==> config.mk <==
export PLATFORM = sky130hd
export DESIGN_NAME = flash_wr_guard
export DESIGN_NICKNAME = d
export VERILOG_FILES = /design/src/rtl/fwg_pkg.sv /design/src/rtl/fwg_ctrl.sv /design/src/rtl/fwg_dpath.sv /design/src/rtl/flash_wr_guard.sv
export SDC_FILE = /design/constraint.sdc
export NUM_CORES = 1
export LEC_CHECK = 0
export BUFFER_PORTS_ARGS = -buffer_cell sky130_fd_sc_hd__buf_4
export CAP_MARGIN = 10
export CORE_ASPECT_RATIO = 1.2
export CORE_UTILIZATION = 49
export DETAILED_ROUTE_END_ITERATION = 6
export PLACE_DENSITY = 0.8
export SYNTH_ARGS = -nofsm -noshare
export SYNTH_HDL_FRONTEND = slang
export SYNTH_SLANG_ARGS = --single-unit
==> constraint.sdc <==
create_clock -name clk -period 3 [get_ports clk]
set_clock_uncertainty 0.15 [all_clocks]
set_input_delay 0.3 -clock clk [delete_from_list [all_inputs] [get_ports clk]]
set_output_delay 0.3 -clock clk [all_outputs]
set_load 0.005 [all_outputs]
==> src/rtl/fwg_pkg.sv <==
package fwg_pkg;
  localparam int REG_W = 32;
  localparam logic [31:0] KEY_FIRST  = 32'hAA99_6655;
  localparam logic [31:0] KEY_SECOND = 32'h5566_99AA;
  localparam int BIT_START = 15;
  localparam int BIT_EN    = 14;
  localparam int BIT_ERR   = 13;
  localparam int BIT_LV    = 11;
  localparam logic [7:0] OFF_CTRL = 8'h00;
  localparam logic [7:0] OFF_CLR  = 8'h04;
  localparam logic [7:0] OFF_SET  = 8'h08;
  localparam logic [7:0] OFF_KEY  = 8'h10;
  localparam logic [7:0] OFF_TGT  = 8'h20;
  localparam logic [7:0] OFF_SRC  = 8'h40;
  localparam logic [3:0] OP_WORD = 4'b0001;
  localparam logic [3:0] OP_QUAD = 4'b0010;
  localparam logic [3:0] OP_ROW  = 4'b0011;

  typedef enum logic [1:0] {LK_IDLE, LK_FIRST, LK_ARMED} lock_t;

  typedef struct packed {
    logic ldCtrl;
    logic clrAlias;
    logic setAlias;
    logic ldTarget;
    logic ldSource;
    logic setErr;
  } fwg_strobe_t;

  function automatic logic opSupported(input logic [3:0] op);
    return (op == OP_WORD) || (op == OP_QUAD) || (op == OP_ROW);
  endfunction
endpackage

==> src/rtl/fwg_ctrl.sv <==
module fwg_ctrl
  import fwg_pkg::*;
#(
  parameter int ADDR_W     = 8,
  parameter int CNT_W      = 8,
  parameter int SETTLE_CYC = 4
) (
  input  logic              clk,
  input  logic              rstN,
  input  logic              busWe,
  input  logic              busRe,
  input  logic [ADDR_W-1:0] busAddr,
  input  logic [REG_W-1:0]  busWdata,
  input  logic              wrenQ,
  input  logic [3:0]        opQ,
  input  logic              flDone,
  input  logic              flErr,
  output logic              wrBit,
  output logic              flReq,
  output logic [CNT_W-1:0]  dropCount,
  output fwg_strobe_t       strobe
);
  localparam int SET_W = $clog2(SETTLE_CYC + 1);
  localparam logic [SET_W-1:0] SETTLE_LOAD = SET_W'(SETTLE_CYC);

  lock_t lockQ, lockD;
  logic [SET_W-1:0] settleQ;
  logic settling, blocked, wrAcc, anyAcc, keyHit1, keyHit2;
  logic startTry, startOk, finish;

  assign settling = (settleQ != '0);
  assign blocked  = wrBit | settling;
  assign anyAcc   = busWe | busRe;
  assign wrAcc    = busWe & ~blocked;
  assign keyHit1  = wrAcc && busAddr == ADDR_W'(OFF_KEY) && busWdata == KEY_FIRST;
  assign keyHit2  = wrAcc && busAddr == ADDR_W'(OFF_KEY) && busWdata == KEY_SECOND;
  assign startTry = wrAcc && busAddr == ADDR_W'(OFF_SET) && busWdata[BIT_START]
                    && lockQ == LK_ARMED;
  assign startOk  = startTry & wrenQ & opSupported(opQ);
  assign finish   = wrBit & flDone;

  always_comb begin
    lockD = lockQ;
    if (anyAcc) begin
      unique case (lockQ)
        LK_IDLE:  lockD = keyHit1 ? LK_FIRST : LK_IDLE;
        LK_FIRST: lockD = keyHit2 ? LK_ARMED : LK_IDLE;
        default:  lockD = LK_IDLE;
      endcase
    end
  end

  always_comb begin
    strobe.ldCtrl   = wrAcc && busAddr == ADDR_W'(OFF_CTRL);
    strobe.clrAlias = wrAcc && busAddr == ADDR_W'(OFF_CLR);
    strobe.setAlias = wrAcc && busAddr == ADDR_W'(OFF_SET);
    strobe.ldTarget = wrAcc && busAddr == ADDR_W'(OFF_TGT);
    strobe.ldSource = wrAcc && busAddr == ADDR_W'(OFF_SRC);
    strobe.setErr   = (startTry & ~startOk) | (finish & flErr);
  end

  always_ff @(posedge clk) begin
    if (!rstN) begin
      lockQ     <= LK_IDLE;
      wrBit     <= 1'b0;
      flReq     <= 1'b0;
      settleQ   <= '0;
      dropCount <= '0;
    end else begin
      lockQ <= lockD;
      flReq <= startOk;
      if (startOk)     wrBit <= 1'b1;
      else if (finish) wrBit <= 1'b0;
      if (finish)        settleQ <= SETTLE_LOAD;
      else if (settling) settleQ <= settleQ - 1'b1;
      if (busWe && settling && !wrBit) dropCount <= dropCount + 1'b1;
    end
  end
endmodule

==> src/rtl/fwg_dpath.sv <==
module fwg_dpath
  import fwg_pkg::*;
#(
  parameter int ADDR_W = 8
) (
  input  logic              clk,
  input  logic              rstN,
  input  fwg_strobe_t       strobe,
  input  logic [ADDR_W-1:0] busAddr,
  input  logic [REG_W-1:0]  busWdata,
  input  logic              wrBit,
  input  logic              lowVolt,
  output logic [REG_W-1:0]  busRdata,
  output logic              wrenQ,
  output logic [3:0]        opQ,
  output logic [REG_W-1:0]  targetQ,
  output logic [REG_W-1:0]  sourceQ
);
  logic errQ, wrenD, errD;
  logic [3:0] opD;
  logic [REG_W-1:0] ctrlView;

  always_comb begin
    wrenD = wrenQ;
    errD  = errQ;
    opD   = opQ;
    if (strobe.ldCtrl) begin
      wrenD = busWdata[BIT_EN];
      errD  = busWdata[BIT_ERR];
      opD   = busWdata[3:0];
    end
    if (strobe.clrAlias) begin
      wrenD = wrenQ & ~busWdata[BIT_EN];
      errD  = errQ & ~busWdata[BIT_ERR];
      opD   = opQ & ~busWdata[3:0];
    end
    if (strobe.setAlias) begin
      wrenD = wrenQ | busWdata[BIT_EN];
      errD  = errQ | busWdata[BIT_ERR];
      opD   = opQ | busWdata[3:0];
    end
    if (strobe.setErr) errD = 1'b1;
  end

  always_ff @(posedge clk) begin
    if (!rstN) begin
      wrenQ   <= 1'b0;
      errQ    <= 1'b0;
      opQ     <= '0;
      targetQ <= '0;
      sourceQ <= '0;
    end else begin
      wrenQ <= wrenD;
      errQ  <= errD;
      opQ   <= opD;
      if (strobe.ldTarget) targetQ <= busWdata;
      if (strobe.ldSource) sourceQ <= busWdata;
    end
  end

  assign ctrlView = {16'h0, wrBit, wrenQ, errQ, 1'b0, lowVolt, 7'h0, opQ};

  always_comb begin
    unique case (busAddr)
      ADDR_W'(OFF_CTRL): busRdata = ctrlView;
      ADDR_W'(OFF_TGT):  busRdata = targetQ;
      ADDR_W'(OFF_SRC):  busRdata = sourceQ;
      default:           busRdata = '0;
    endcase
  end
endmodule

==> src/rtl/flash_wr_guard.sv <==
module flash_wr_guard
  import fwg_pkg::*;
#(
  parameter int ADDR_W     = 8,
  parameter int CNT_W      = 8,
  parameter int SETTLE_CYC = 4
) (
  input  logic              clk,
  input  logic              rstN,
  input  logic              busWe,
  input  logic              busRe,
  input  logic [ADDR_W-1:0] busAddr,
  input  logic [31:0]       busWdata,
  output logic [31:0]       busRdata,
  input  logic              lowVolt,
  output logic              flReq,
  output logic [3:0]        flOp,
  output logic [31:0]       flTarget,
  output logic [31:0]       flSource,
  input  logic              flDone,
  input  logic              flErr,
  output logic [CNT_W-1:0]  dropCount
);
  fwg_strobe_t strobe;
  logic wrBit, wrenQ;
  logic [3:0] opQ;

  fwg_ctrl #(.ADDR_W(ADDR_W), .CNT_W(CNT_W), .SETTLE_CYC(SETTLE_CYC)) u_ctrl (
    .clk(clk), .rstN(rstN), .busWe(busWe), .busRe(busRe), .busAddr(busAddr),
    .busWdata(busWdata), .wrenQ(wrenQ), .opQ(opQ), .flDone(flDone), .flErr(flErr),
    .wrBit(wrBit), .flReq(flReq), .dropCount(dropCount), .strobe(strobe)
  );

  fwg_dpath #(.ADDR_W(ADDR_W)) u_dpath (
    .clk(clk), .rstN(rstN), .strobe(strobe), .busAddr(busAddr), .busWdata(busWdata),
    .wrBit(wrBit), .lowVolt(lowVolt), .busRdata(busRdata), .wrenQ(wrenQ), .opQ(opQ),
    .targetQ(flTarget), .sourceQ(flSource)
  );

  assign flOp = opQ;
endmodule

==> results by group <==
Status
  • Outcome: complete, no violations

Worst setup path
  • Critical path arrival: 2.40 ns
  • Max incr delay on CP: 0.61 ns
  • CP Data Required Time: 3.10 ns
  • Crit path max-delay family: simple AND/OR/NAND/NOR gates
  • CP max-delay cell: nor3b_1
  • Crit path buf inv count: 1
  • Critical Path End Type: register
  • Most used cell, CP: ha_1
  • Cells along the critical path: inv_1, ha_1, ha_1, nor3b_1, nand4_1, xnor2_1, and2_1
  • CP Launch Type: register
  • Crit path max fanout: 8
  • Critical path type: reg -> reg

Drt
  • DRC violations left: 0
  • Vias: 3920
  • Vias per cell: 5.64
  • WL/cell: 16.9 um
  • Post-DRT Antenna Nets: 0
  • Drt pass-1 iters: 5
  • Total Routed Length: 11700 um
  • DRT iter0 DRCs: 255

Synth
  • Mapped cell area: 4070 um2
  • Netlist cell types: 45
  • Synth Flop Type: dfxtp_1
  • Top cell type's share of synthesized area: 41.8%
  • Post-synth EDFFs: 0
  • Ranking of synthesized cells by area: dfxtp_1 42%, mux2i_1 8.4%, nand2_1 6.6%
  • Ys Warns: 0
  • Synthesized net count: 496
  • Sequential element share of the synthesized area: 41.8%
  • Async S/R FF share, synth: 0%
  • Leading area contributor after synthesis: dfxtp_1
  • Syn Area/Cell: 9.14 um2
  • Flops & latches, synth: 85
  • Post-synthesis instance total: 445

Hold path
  • Hold Crit Class: in -> reg

GRT
  • Largest net degree at the start of global routing: 47
  • Total gr overflow: 0
  • GRT Overall Usage: 27.2%
  • Antenna violations before repair: 0
  • Vias in the first global route: 3810
  • First-pass GRT wire length: 18400 um

Clock network
  • H-tree levels: 3
  • Clock Latency Late Sink: 0.35 ns
  • # resized after CTS: 0
  • Clock-pin slew on the worst setup and hold paths: 0.09 ns
  • Clock buffer count from CTS: 9
  • Clock sinks: 85
  • Post-CTS Setup Bufs: 0
  • TritonCTS clock tree: done
  • Clock root buffer: clkbuf_8
  • Longest Clk Path Bufs: 2
  • Cts hold-fix bufs: 0

Timing
  • Slew Viols, Final: 0
  • Final critical-path required period: 2.30 ns
  • RSZ-0062 raised after global routing: false
  • Slew HR: 55.2%
  • Finish-stage setup viols: 0
  • Measured slew at the worst slew-check pin: 0.666 ns
  • Final period utilization: 76.7%
  • F_max: 0.435 GHz
  • Worst setup margin: 0.699 ns
  • Final setup TNS: 0 ns
  • Final Hold Viols: 0

Die
  • Io pins: 156
  • Core Region: 8060 um2
  • Chip height: 102 um
  • Die width: 85.2 um
  • Die ar.: 8670 um2
  • Initial core utilization: 50.4%
  • # rows: 36

Pwr
  • Pwr Density: 405 nW/um2
  • Worst VDD drop: 0.230 mV
  • Pleak: 0.00255 uW

Cells and area
  • Most frequent cells in the layout: 167 x buf_4, 85 x dfxtp_1, 71 x nand2_1
  • Layout cells sized above 1: 31.8%
  • N_diodes: 0
  • Finished Cell Area: 5490 um2
  • Synth-to-layout area growth: 35.1%
  • Layout Nets: 646
  • Multi-input gate area: 2170 um2
  • Register area: 1700 um2
  • Fill cells: 685
  • Most common cell after layout, fill and taps aside: buf_4

Placement
  • Placer's final routability congestion estimate: 0.868
  • Placed Area: 5300 um2
  • Post-place setup slack: 0.716 ns
  • HPWL after DPL: 8630 um
  • IO buf count: 155

Job
  • Max-cap violation count: 0
-- layer usage --
layer	up-vias	GRT usage (%)	routed length [um]
met5	-	0	0
met4	0	11.5	264
met3	21	4.40	710
met2	150	48.3	5910
met1	1870	32.6	4850
li1	1879	-	-
-- worst reg2reg max path: stages, from the launching register on --
cell and delay [ns]:
dfxtp_1 0.35, inv_1 0.05, ha_1 0.20, ha_1 0.30
nor3b_1 0.61, nand4_1 0.23, xnor2_1 0.17, and2_1 0.15
-- Yosys cell counts (all sizes together) (2+ instances only) --
cell type,instances
a21boi,34
a21oi,7
a222oi,8
a22o,24
and2,6
buf,14
clkbuf,14
dfxtp,85
ha,4
inv,14
mux2i,34
nand2,71
nand3,8
nand4,9
nand4b,3
nand4bb,3
nor2,15
nor2b,35
nor3,5
nor3b,3
nor4,5
nor4b,3
nor4bb,6
o211ai,2
o21ai,6
or3,2
or4,3
or4b,2
xnor2,3
xor2,9
-- worst paths after layout --
kind | startpoint | to | slack (ns) | depth (start not counted)
max | u_ctrl.settleQ[0] | u_ctrl.dropCount[4] | 0.70 | 7
min | busWdata[19] | u_dpath.sourceQ[19] | 0.06 | 3
min reg2reg | u_dpath.sourceQ[8] | u_dpath.sourceQ[8] | 0.32 | 2
max reg2reg | u_ctrl.settleQ[0] | u_ctrl.dropCount[4] | 0.70 | 7
-- layout make-up --
| cell class | instances | share of cell area, % |
|---|---|---|
| clock buffers | 11 | 2.76 |
| clock inverters | 5 | 0.752 |
| inverters | 14 | 0.957 |
| multi-input cells | 318 | 39.6 |
| flip-flops and latches | 85 | 31.0 |
| well taps | 95 | 2.16 |
| repair buffers | 167 | 22.8 |
-- where the power goes --
group          switching, uW  internal [uW]  total (uW)
Sequential              18.9           1150        1170
Clock                    424            353         778
Combinational            150            132         282
-- stage by stage --
step / power [uW] / hold slack, ns / utilization [%] / std cells
after floorplan: 1340 / 0.267 / - / 445
after global placement: 1460 / 0.311 / 65.7 / 679
after detailed placement: 1470 / 0.314 / 65.7 / 679
after CTS: 2240 / 0.0452 / 68.1 / 695
after global routing: 2310 / 0.0537 / 68.1 / 695
final: 2230 / 0.0556 / 68.1 / 695
-- cells by family (layout without fill, tap and decap cells) --
group / after synthesis / in the layout / share of synthesized area, %
adder cells (fa/ha/maj): 4 / 4 / 1.23
flip-flops: 85 / 85 / 41.8
AND/OR/NAND/NOR: 182 / 182 / 24.6
multiplexers: 34 / 34 / 8.37
AO/OA/AOI/OAI: 86 / 86 / 16.5
XOR/XNOR: 12 / 12 / 2.58
buffers and inverters: 42 / 197 / 4.92
-- sequential cells by signal, indices dropped and copies added, names as in the netlist --
name              cells
u_dpath.sourceQ      32
u_ctrl.settleQ        3
u_ctrl.wrBit          1
u_ctrl.flReq          1
u_ctrl.dropCount      8
u_dpath.errQ          1
u_ctrl.lockQ          2
u_dpath.wrenQ         1
u_dpath.opQ           4
u_dpath.targetQ      32
(Power assumes the default switching activity.)
